## src/rtl/adc_cal_seq.sv

```systemverilog
`timescale 1ns/1ps
module adc_cal_seq #(
  parameter int unsigned SETTLE_TICKS     = 20_000_000,
  parameter int unsigned CAL_FIRST_TICKS  = 200_000_000,
  parameter int unsigned CAL_PERIOD_TICKS = 200_000_000,
  parameter int unsigned PER_W            = 16
) (
  input  logic             clk,
  input  logic             rst_n,
  input  logic             pair01_cal_en,
  input  logic             pair23_cal_en,
  input  logic [1:0]       pair01_comp_ch,
  input  logic [1:0]       pair23_comp_ch,
  input  logic [PER_W-1:0] conv_period,
  output logic             running,
  output logic             cal_pulse_01,
  output logic             cal_pulse_23,
  output logic             conv_pulse,
  output logic             cfg_err_01,
  output logic             cfg_err_23
);
  localparam int unsigned MAX_SF = (SETTLE_TICKS > CAL_FIRST_TICKS) ? SETTLE_TICKS : CAL_FIRST_TICKS;
  localparam int unsigned MAX_T  = (MAX_SF > CAL_PERIOD_TICKS) ? MAX_SF : CAL_PERIOD_TICKS;
  localparam int unsigned CW     = $clog2(MAX_T + 1);
  localparam logic [CW-1:0] SETTLE_LAST = CW'(SETTLE_TICKS - 1);
  localparam logic [CW-1:0] FIRST_LAST  = CW'(CAL_FIRST_TICKS - 1);
  localparam logic [CW-1:0] PERIOD_LAST = CW'(CAL_PERIOD_TICKS - 1);

  logic [CW-1:0]    settle_cnt, cal_cnt;
  logic [PER_W-1:0] conv_cnt;
  logic             conv_pend;

  wire bad01 = pair01_comp_ch != 2'd0;
  wire bad23 = pair23_comp_ch != 2'd2;
  wire go01  = pair01_cal_en & ~bad01;
  wire go23  = pair23_cal_en & ~bad23;

  wire cal_fire  = running && (cal_cnt == '0);
  wire cal01_nx  = cal_fire & go01;
  wire cal23_nx  = cal_fire & go23;
  wire cal_any   = cal01_nx | cal23_nx;
  wire conv_on   = conv_period != '0;
  wire conv_fire = running && conv_on && (conv_cnt == '0);
  wire conv_want = conv_fire | conv_pend;

  always_ff @(posedge clk) begin
    if (!rst_n) begin
      settle_cnt   <= '0;
      cal_cnt      <= FIRST_LAST;
      conv_cnt     <= '0;
      conv_pend    <= 1'b0;
      running      <= 1'b0;
      cal_pulse_01 <= 1'b0;
      cal_pulse_23 <= 1'b0;
      conv_pulse   <= 1'b0;
      cfg_err_01   <= 1'b0;
      cfg_err_23   <= 1'b0;
    end else begin
      cfg_err_01 <= pair01_cal_en & bad01;
      cfg_err_23 <= pair23_cal_en & bad23;

      if (!running) begin
        if (settle_cnt == SETTLE_LAST) running <= 1'b1;
        else                           settle_cnt <= settle_cnt + 1'b1;
      end else begin
        cal_cnt <= cal_fire ? PERIOD_LAST : cal_cnt - 1'b1;
        if (!conv_on)             conv_cnt <= '0;
        else if (conv_cnt == '0)  conv_cnt <= conv_period - 1'b1;
        else                      conv_cnt <= conv_cnt - 1'b1;
      end

      cal_pulse_01 <= cal01_nx;
      cal_pulse_23 <= cal23_nx;
      conv_pulse   <= conv_want & ~cal_any;
      conv_pend    <= conv_want & cal_any;
    end
  end
endmodule


```

## config.mk

```make
export PLATFORM = sky130hd
export DESIGN_NAME = adc_cal_seq
export DESIGN_NICKNAME = d
export VERILOG_FILES = /design/src/rtl/adc_cal_seq.sv
export SDC_FILE = /design/constraint.sdc
export NUM_CORES = 1
export LEC_CHECK = 0
export ABC_AREA = 1
export CAP_MARGIN = 20
export CORE_ASPECT_RATIO = 1.2
export CORE_MARGIN = 5
export CORE_UTILIZATION = 52
export DETAILED_ROUTE_END_ITERATION = 12
export DONT_BUFFER_PORTS = 1
export GPL_TIMING_DRIVEN = 0
export MAX_ROUTING_LAYER = met4
export PLACE_DENSITY = 0.78
export SETUP_SLACK_MARGIN = 0.4
export SLEW_MARGIN = 0
export SYNTH_ARGS = -nofsm -noshare
export SYNTH_HDL_FRONTEND = slang
export SYNTH_SLANG_ARGS = --single-unit
```

## constraint.sdc

```tcl
create_clock -name clk -period 2.05 [get_ports clk]
set_input_delay 0.1025 -clock clk [delete_from_list [all_inputs] [get_ports clk]]
set_output_delay 0.1025 -clock clk [all_outputs]
set_load 0.02 [all_outputs]
```

==> out/qor.txt, run 1 <==
run status -> completed
synthesized instance count -> 699
aggregate global routing overflow -> 0
total negative setup slack -> 0 ns
actual slew at the worst max-slew pin -> 0.777 ns
RSZ-0062 raised after global routing -> true
Final Util -> 71.6%
core area -> 8990 sq um
CTS Buf Count -> 9
distinct cell type count of the synthesized netlist -> 43
maximum number of pins on one net before global-route repair -> 17
final-report max-slew violation count -> 0
startpoint class of the critical path -> flop
number of antenna violations at the first check in global routing -> 0
number of buffers on the longest clock path -> 2
share of layout cells above drive strength 1 -> 36.8%
number of diodes added for antenna fixing -> 0
global-route wire length before repair -> 22.1 mm
maximum VDD drop -> 0.348 mV
length of the first detailed-routing pass in iterations -> 5
combined area of all synthesized cells -> 4750 sq um
syn_nets -> 726
fill count -> 640
endpoint class of the critical path -> flop
largest fanout on the critical path -> 5
worst slew slack as a fraction of its limit -> 48.2%
hpwl dp -> 9.15 mm
total wire length -> 14.6 mm
Period minus WS final -> 1.93 ns
number of global-route vias before repair -> 4824
Crit Path Class -> reg2reg
DRC errors left -> 0
Clock transition at path regs -> 0.10 ns
number of placement rows -> 38
detailed router's first-iteration violation count -> 256
Synth warnings -> 0
clock tree from TritonCTS -> done
worst hold slack -> 0.0683 ns
power density of the placed cells -> 450 nW/um^2
root buf cell -> sky130_fd_sc_hd__clkbuf_8
total global-route track usage -> 25.3%
worst endpoint data arrival time -> 2.22 ns
DRT antenna net count -> 0
type of the tightest min-delay check -> in2reg
max-capacitance violation count -> 0
pre-CTS WS -> 0.0460 ns
clock latency of the later-clocked register in the worst-skew pair -> 0.38 ns
Static Leak -> 2.55 nW
area post-placement -> 4980 sq um
routed vias -> 4964
die boundary width -> 97.2 um
fin area -> 6430 sq um
vias per inst -> 5.52
number of top-level design ports -> 30
die area -> 11100 sq um
placer congestion estimate -> 0.959
maximum frequency from static timing analysis -> 517 MHz
average wire length per cell after detail routing -> 16.2 um
sequential fraction of the synthesis area -> 33.3%
# nets final -> 802
signed area change from the synthesized netlist to the final layout -> 35.5%
final-report hold violation count -> 0
final clock skew -> 0.0141 ns
number of storage elements in the synthesis netlist -> 79
Sink Count -> 79
crit path setup slack, layout -> 0.115 ns
part of the cycle the worst path needs -> 94.4%
average footprint of a synthesized cell -> 6.79 sq um
Req. time, crit path -> 2.33 ns
effective utilization at floorplan -> 52.8%
Die Y-Extent -> 115 um
number of H-tree branching levels -> 3
final setup fails -> 0
Port Buf Inserts -> 0
-- state kept, by name (all words and copies together), names as in the netlist --
name / cells
cal_cnt: 28
cal_pulse_01: 1
cal_pulse_23: 1
cfg_err_01: 1
cfg_err_23: 1
conv_cnt: 16
conv_pend: 1
conv_pulse: 1
running: 1
settle_cnt: 28
-- power breakdown --
group | internal, mW | switching [mW]
sequential | 1.54 | 0.00916
combinational | 0.0783 | 0.133
clock | 0.464 | 0.672
-- per-layer routing --
metal / vias to the layer above / part of all wire (%) / global-route usage (%)
met5: - / 0 / -
li1: 2398 / - / -
met4: 0 / 4.7 / 13.5
met2: 167 / 53 / 45.0
met1: 2341 / 38 / 26.6
met3: 58 / 4.4 / 4.69
-- cells in the final DEF (no fill, tap or decap), types with 9 or more instances in the layout --
master                     Yosys  routed
sky130_fd_sc_hd__xnor2_1      12      11
sky130_fd_sc_hd__dfxtp_2       0      30
sky130_fd_sc_hd__nand2_1     170     139
sky130_fd_sc_hd__nand3_1      49      43
sky130_fd_sc_hd__a21oi_1      49      23
sky130_fd_sc_hd__inv_2         5      10
sky130_fd_sc_hd__nand2_4       4      18
sky130_fd_sc_hd__nor2_4        5      16
sky130_fd_sc_hd__buf_4         1      40
sky130_fd_sc_hd__nand4_1      12      12
sky130_fd_sc_hd__buf_6         1      18
sky130_fd_sc_hd__xor2_1       26      26
sky130_fd_sc_hd__nor2_1       77      57
sky130_fd_sc_hd__clkbuf_8      0       9
sky130_fd_sc_hd__inv_1        79      71
sky130_fd_sc_hd__nor3_1       26      17
sky130_fd_sc_hd__a21oi_2       1      26
sky130_fd_sc_hd__o21ai_1       6      11
sky130_fd_sc_hd__nor2_2       10      20
sky130_fd_sc_hd__dfxtp_1      79      44
sky130_fd_sc_hd__nand2_2      10      26
-- final cells by class --
cell class	instances	area, sq um	share of cell area (%)
timing repair buffer	64	576	8.95
sequential	79	1640	25.5
inverter	85	334	5.20
multi-input combinational	517	3350	52.2
clock buffer	9	124	1.93
buffer	19	190	2.96
tap	120	150	2.34
clock inverter	7	63.8	0.992
-- metrics by stage --
stage	power, mW	instances
3_5_place_dp	1.73	819
6_report	2.89	900
5_1_grt	2.99	900
4_1_cts	2.88	883
3_3_place_gp	1.73	819
2_1_floorplan	1.70	699
-- worst paths after layout --
check	start	to	slack, ns	cells after the start
max	cal_cnt[18]	cal_cnt[7]	0.12	10
min	pair23_comp_ch[0]	cfg_err_23	0.07	2
max reg2reg	cal_cnt[18]	cal_cnt[7]	0.12	10
min reg2reg	conv_cnt[5]	conv_cnt[5]	0.48	2
-- kinds of logic (layout without fill, tap and decap cells) --
kind of cell               after synthesis  count (layout)  synth area share [%]
and+or+nand+nor                        404             405                  42.1
buffers and inverters                  104             184                  9.07
DFF                                     79              79                  33.3
AOI/OAI and AO/OA                       71              71                  7.67
xor gates and xnor gates                38              38                  7.01
adders and majority gates                3               3                 0.791
-- cell usage after synthesis (all sizes together) --
library cell  instances  area share (%)
nand2               184              16
nor2                 95             9.9
inv                  84             6.6
dfxtp                79              33
nand3                53             6.5
a21oi                50             5.4
nor3                 29             3.4
xor2                 26             4.8
o21ai                19             2.0
nand4                15             2.6
nor4                 14             2.0
xnor2                12             2.2
buf                  10             1.6
clkbuf                9            0.71
nand3b                5            0.79
nor3b                 4            0.74
ha                    3            0.79
or2                   3            0.40
a31oi                 1            0.13
and2                  1            0.13
and3                  1            0.13
clkinv                1           0.079
o41ai                 1            0.18
-- worst max-delay path, stage by stage (launching register included) --
cell	delay [ns]
sky130_fd_sc_hd__dfxtp_1	0.36
sky130_fd_sc_hd__nor2_1	0.27
sky130_fd_sc_hd__nand2_1	0.09
sky130_fd_sc_hd__nor4_1	0.32
sky130_fd_sc_hd__inv_1	0.14
sky130_fd_sc_hd__nor2_4	0.19
sky130_fd_sc_hd__nand3_4	0.10
sky130_fd_sc_hd__nand2_4	0.13
sky130_fd_sc_hd__buf_8	0.14
sky130_fd_sc_hd__a21oi_2	0.04
sky130_fd_sc_hd__o41ai_1	0.05
-- what timing repair did --
| action | in CTS | in global routing |
|---|---|---|
| cloned | 4 | 1 |
| hold endpoints to repair | 4 | 0 |
| hold buffers | 6 | 0 |
| pin swaps | 45 | 29 |
| gates resized for setup | 119 | 92 |
| setup buffers | 38 | 16 |
| setup endpoints to repair | 69 | 72 |
Note: power is estimated with default switching activity, not from simulation.
==> run 2: changes to the inputs <==
- CAP_MARGIN: 20 -> default
- CORE_MARGIN: 5 -> default
==> out/qor.txt, run 2 (synthesis gave the netlist of run 1 again) <==
number of global-route vias before repair -> 4763 (-1.3%)
maximum VDD drop -> 0.285 mV (-18%)
maximum number of pins on one net before global-route repair -> 17 (unchanged)
maximum frequency from static timing analysis -> 529 MHz (+2.3%)
number of antenna violations at the first check in global routing -> 0 (unchanged)
routed vias -> 5087 (+2.5%)
max-capacitance violation count -> 0 (unchanged)
average wire length per cell after detail routing -> 17.0 um (+4.7%)
actual slew at the worst max-slew pin -> 0.834 ns (+0.0568 ns)
DRT antenna net count -> 0 (unchanged)
root buf cell -> sky130_fd_sc_hd__clkbuf_8
Period minus WS final -> 1.89 ns (-0.0429 ns)
final-report max-slew violation count -> 0 (unchanged)
highest-count cells in the layout ignoring fill and taps -> 133 x sky130_fd_sc_hd__nand2_1, 71 x sky130_fd_sc_hd__inv_1, 58 x sky130_fd_sc_hd__nor2_1
total global-route track usage -> 30.9% (+5.7 points)
Port Buf Inserts -> 0 (unchanged)
Die Y-Extent -> 107 um (-7.0%)
final setup fails -> 0 (unchanged)
setup slack, reg-to-reg -> 0.16 ns (+0.04 ns)
die boundary width -> 89.2 um (-8.2%)
share of layout cells above drive strength 1 -> 38.6% (+1.9 points)
aggregate global routing overflow -> 0 (unchanged)
largest fanout on the critical path -> 8 (+3)
power density of the placed cells -> 447 nW/um^2 (-0.69%)
Clock transition at path regs -> 0.10 ns (about the same)
pre-CTS WS -> 0.0409 ns (-0.00513 ns)
hpwl dp -> 9.10 mm (-0.50%)
crit path setup slack, layout -> 0.158 ns (+0.0429 ns)
# nets final -> 806 (+0.50%)
core area -> 8700 sq um (-3.1%)
number of top-level design ports -> 30 (unchanged)
fill count -> 617 (-3.6%)
clock latency of the later-clocked register in the worst-skew pair -> 0.39 ns (about the same)
number of buffers on the longest clock path -> 2 (unchanged)
signed area change from the synthesized netlist to the final layout -> 38.2%
run status -> completed
number of diodes added for antenna fixing -> 0 (unchanged)
largest registers -> cal_cnt x28, settle_cnt x28, conv_cnt x16
Sink Count -> 79 (unchanged)
die area -> 9520 sq um (-15%)
worst endpoint data arrival time -> 2.19 ns (-0.03 ns)
total negative setup slack -> 0 ns (unchanged)
DRC errors left -> 0 (unchanged)
detailed router's first-iteration violation count -> 349 (+36%)
worst slew slack as a fraction of its limit -> 44.4% (-3.8 points)
endpoint class of the critical path -> flop
type of the tightest min-delay check -> in2reg
number of placement rows -> 37 (-2.6%)
global-route wire length before repair -> 21.8 mm (-1.4%)
final-report hold violation count -> 0 (unchanged)
startpoint class of the critical path -> flop
effective utilization at floorplan -> 54.5% (+1.7 points)
Req. time, crit path -> 2.35 ns (+0.02 ns)
clock tree from TritonCTS -> done
RSZ-0062 raised after global routing -> true
part of the cycle the worst path needs -> 92.3% (-2.1 points)
leading cell type in the layout, fill and taps excluded -> sky130_fd_sc_hd__nand2_1
Static Leak -> 2.66 nW (+4.5%)
final clock skew -> 0.0110 ns (-0.00309 ns)
total wire length -> 15.3 mm (+4.8%)
CTS Buf Count -> 9 (unchanged)
vias per inst -> 5.65 (+2.4%)
total power of the final layout -> 2.93 mW (+1.4%)
placer congestion estimate -> 0.936 (-2.4%)
Crit Path Class -> reg2reg
number of H-tree branching levels -> 3 (unchanged)
number of cells after detailed placement -> 816 (-0.37%)
final cell count without fillers -> 901 (+0.11%)
length of the first detailed-routing pass in iterations -> 6 (+1)
[run 2: changes by cell type in the layout (fill, tap and decap cells not counted), moves of 4 or more]
cell and delta:
sky130_fd_sc_hd__buf_4 +10, sky130_fd_sc_hd__buf_6 -7, sky130_fd_sc_hd__dfxtp_2 -4, sky130_fd_sc_hd__dfxtp_4 +4
sky130_fd_sc_hd__nand2_1 -6, sky130_fd_sc_hd__nand2_4 +7, sky130_fd_sc_hd__o21ai_1 -5, sky130_fd_sc_hd__o21ai_2 +5
[run 2: layer usage]
| metal | track usage [%] | up-vias | routed length [um] |
|---|---|---|---|
| met5 | - | - | 0 |
| met4 | 16.8 | 0 | 650 |
| met3 | 5.23 | 53 | 662 |
| met2 | 55.6 | 170 | 8260 |
| met1 | 31.1 | 2449 | 5710 |
| li1 | - | 2415 | - |
[run 2: repair_timing]
action                                  4_1_cts  5_1_grt
hold buffers                                  6        0
endpoints found under the setup margin       70       71
setup buffers                                40       19
gates resized for setup                      92      146
gates cloned                                  2        2
hold endpoints to repair                      5        0
pin swaps                                    32       49
[run 2: cell type report]
cell class | instances | area (sq um) | share of cell area [%]
well taps | 117 | 146 | 2.23
inverters | 85 | 332 | 5.05
clock inverters | 7 | 60.1 | 0.915
plain buffers | 19 | 204 | 3.11
clock buffers | 9 | 124 | 1.89
repair buffers | 69 | 616 | 9.38
flip-flops and latches | 79 | 1650 | 25.1
multi-input cells | 516 | 3430 | 52.3
[run 2: through the flow]
| stage | hold WS [ns] | utilization, % | cell area (sq um) |
|---|---|---|---|
| 2_1_floorplan | 0.238 | - | 4830 |
| 3_3_place_gp | 0.249 | 57.2 | 4980 |
| 3_5_place_dp | 0.260 | 57.2 | 4980 |
| 4_1_cts | 0.0325 | 67.5 | 5880 |
| 5_1_grt | 0.0306 | 75.4 | 6560 |
| 6_report | 0.0283 | 75.4 | 6560 |
[run 2: critical path, cell delays in order, from the launching register on]
cell                      delay (ns)
sky130_fd_sc_hd__dfxtp_4        0.37
sky130_fd_sc_hd__nor2_4         0.13
sky130_fd_sc_hd__nand2_4        0.08
sky130_fd_sc_hd__nor2_8         0.18
sky130_fd_sc_hd__nand2_4        0.11
sky130_fd_sc_hd__nor2_4         0.14
sky130_fd_sc_hd__nor2_4         0.06
sky130_fd_sc_hd__ha_4           0.17
sky130_fd_sc_hd__nand3_4        0.14
sky130_fd_sc_hd__nor2_4         0.06
sky130_fd_sc_hd__nand3_1        0.06
sky130_fd_sc_hd__nand2_1        0.05
sky130_fd_sc_hd__nand2_1        0.06
sky130_fd_sc_hd__nand2_1        0.05
sky130_fd_sc_hd__a21oi_1        0.14
[run 2: power by group]
group / switching [mW] / leakage (nW) / total, mW / internal [mW]
clock network: 0.700 / 0.0969 / 1.17 / 0.466
registers: 0.00926 / 0.654 / 1.54 / 1.53
logic: 0.146 / 1.91 / 0.228 / 0.0824
[run 2: final timing paths]
kind / from / endpoint / depth (start not counted)
worst max-delay path: conv_cnt[1] / conv_cnt[14] / 14
worst min-delay path: pair23_comp_ch[0] / cfg_err_23 / 2
worst max register to register: conv_cnt[1] / conv_cnt[14] / 14
worst min register to register: cal_cnt[25] / cal_cnt[25] / 1
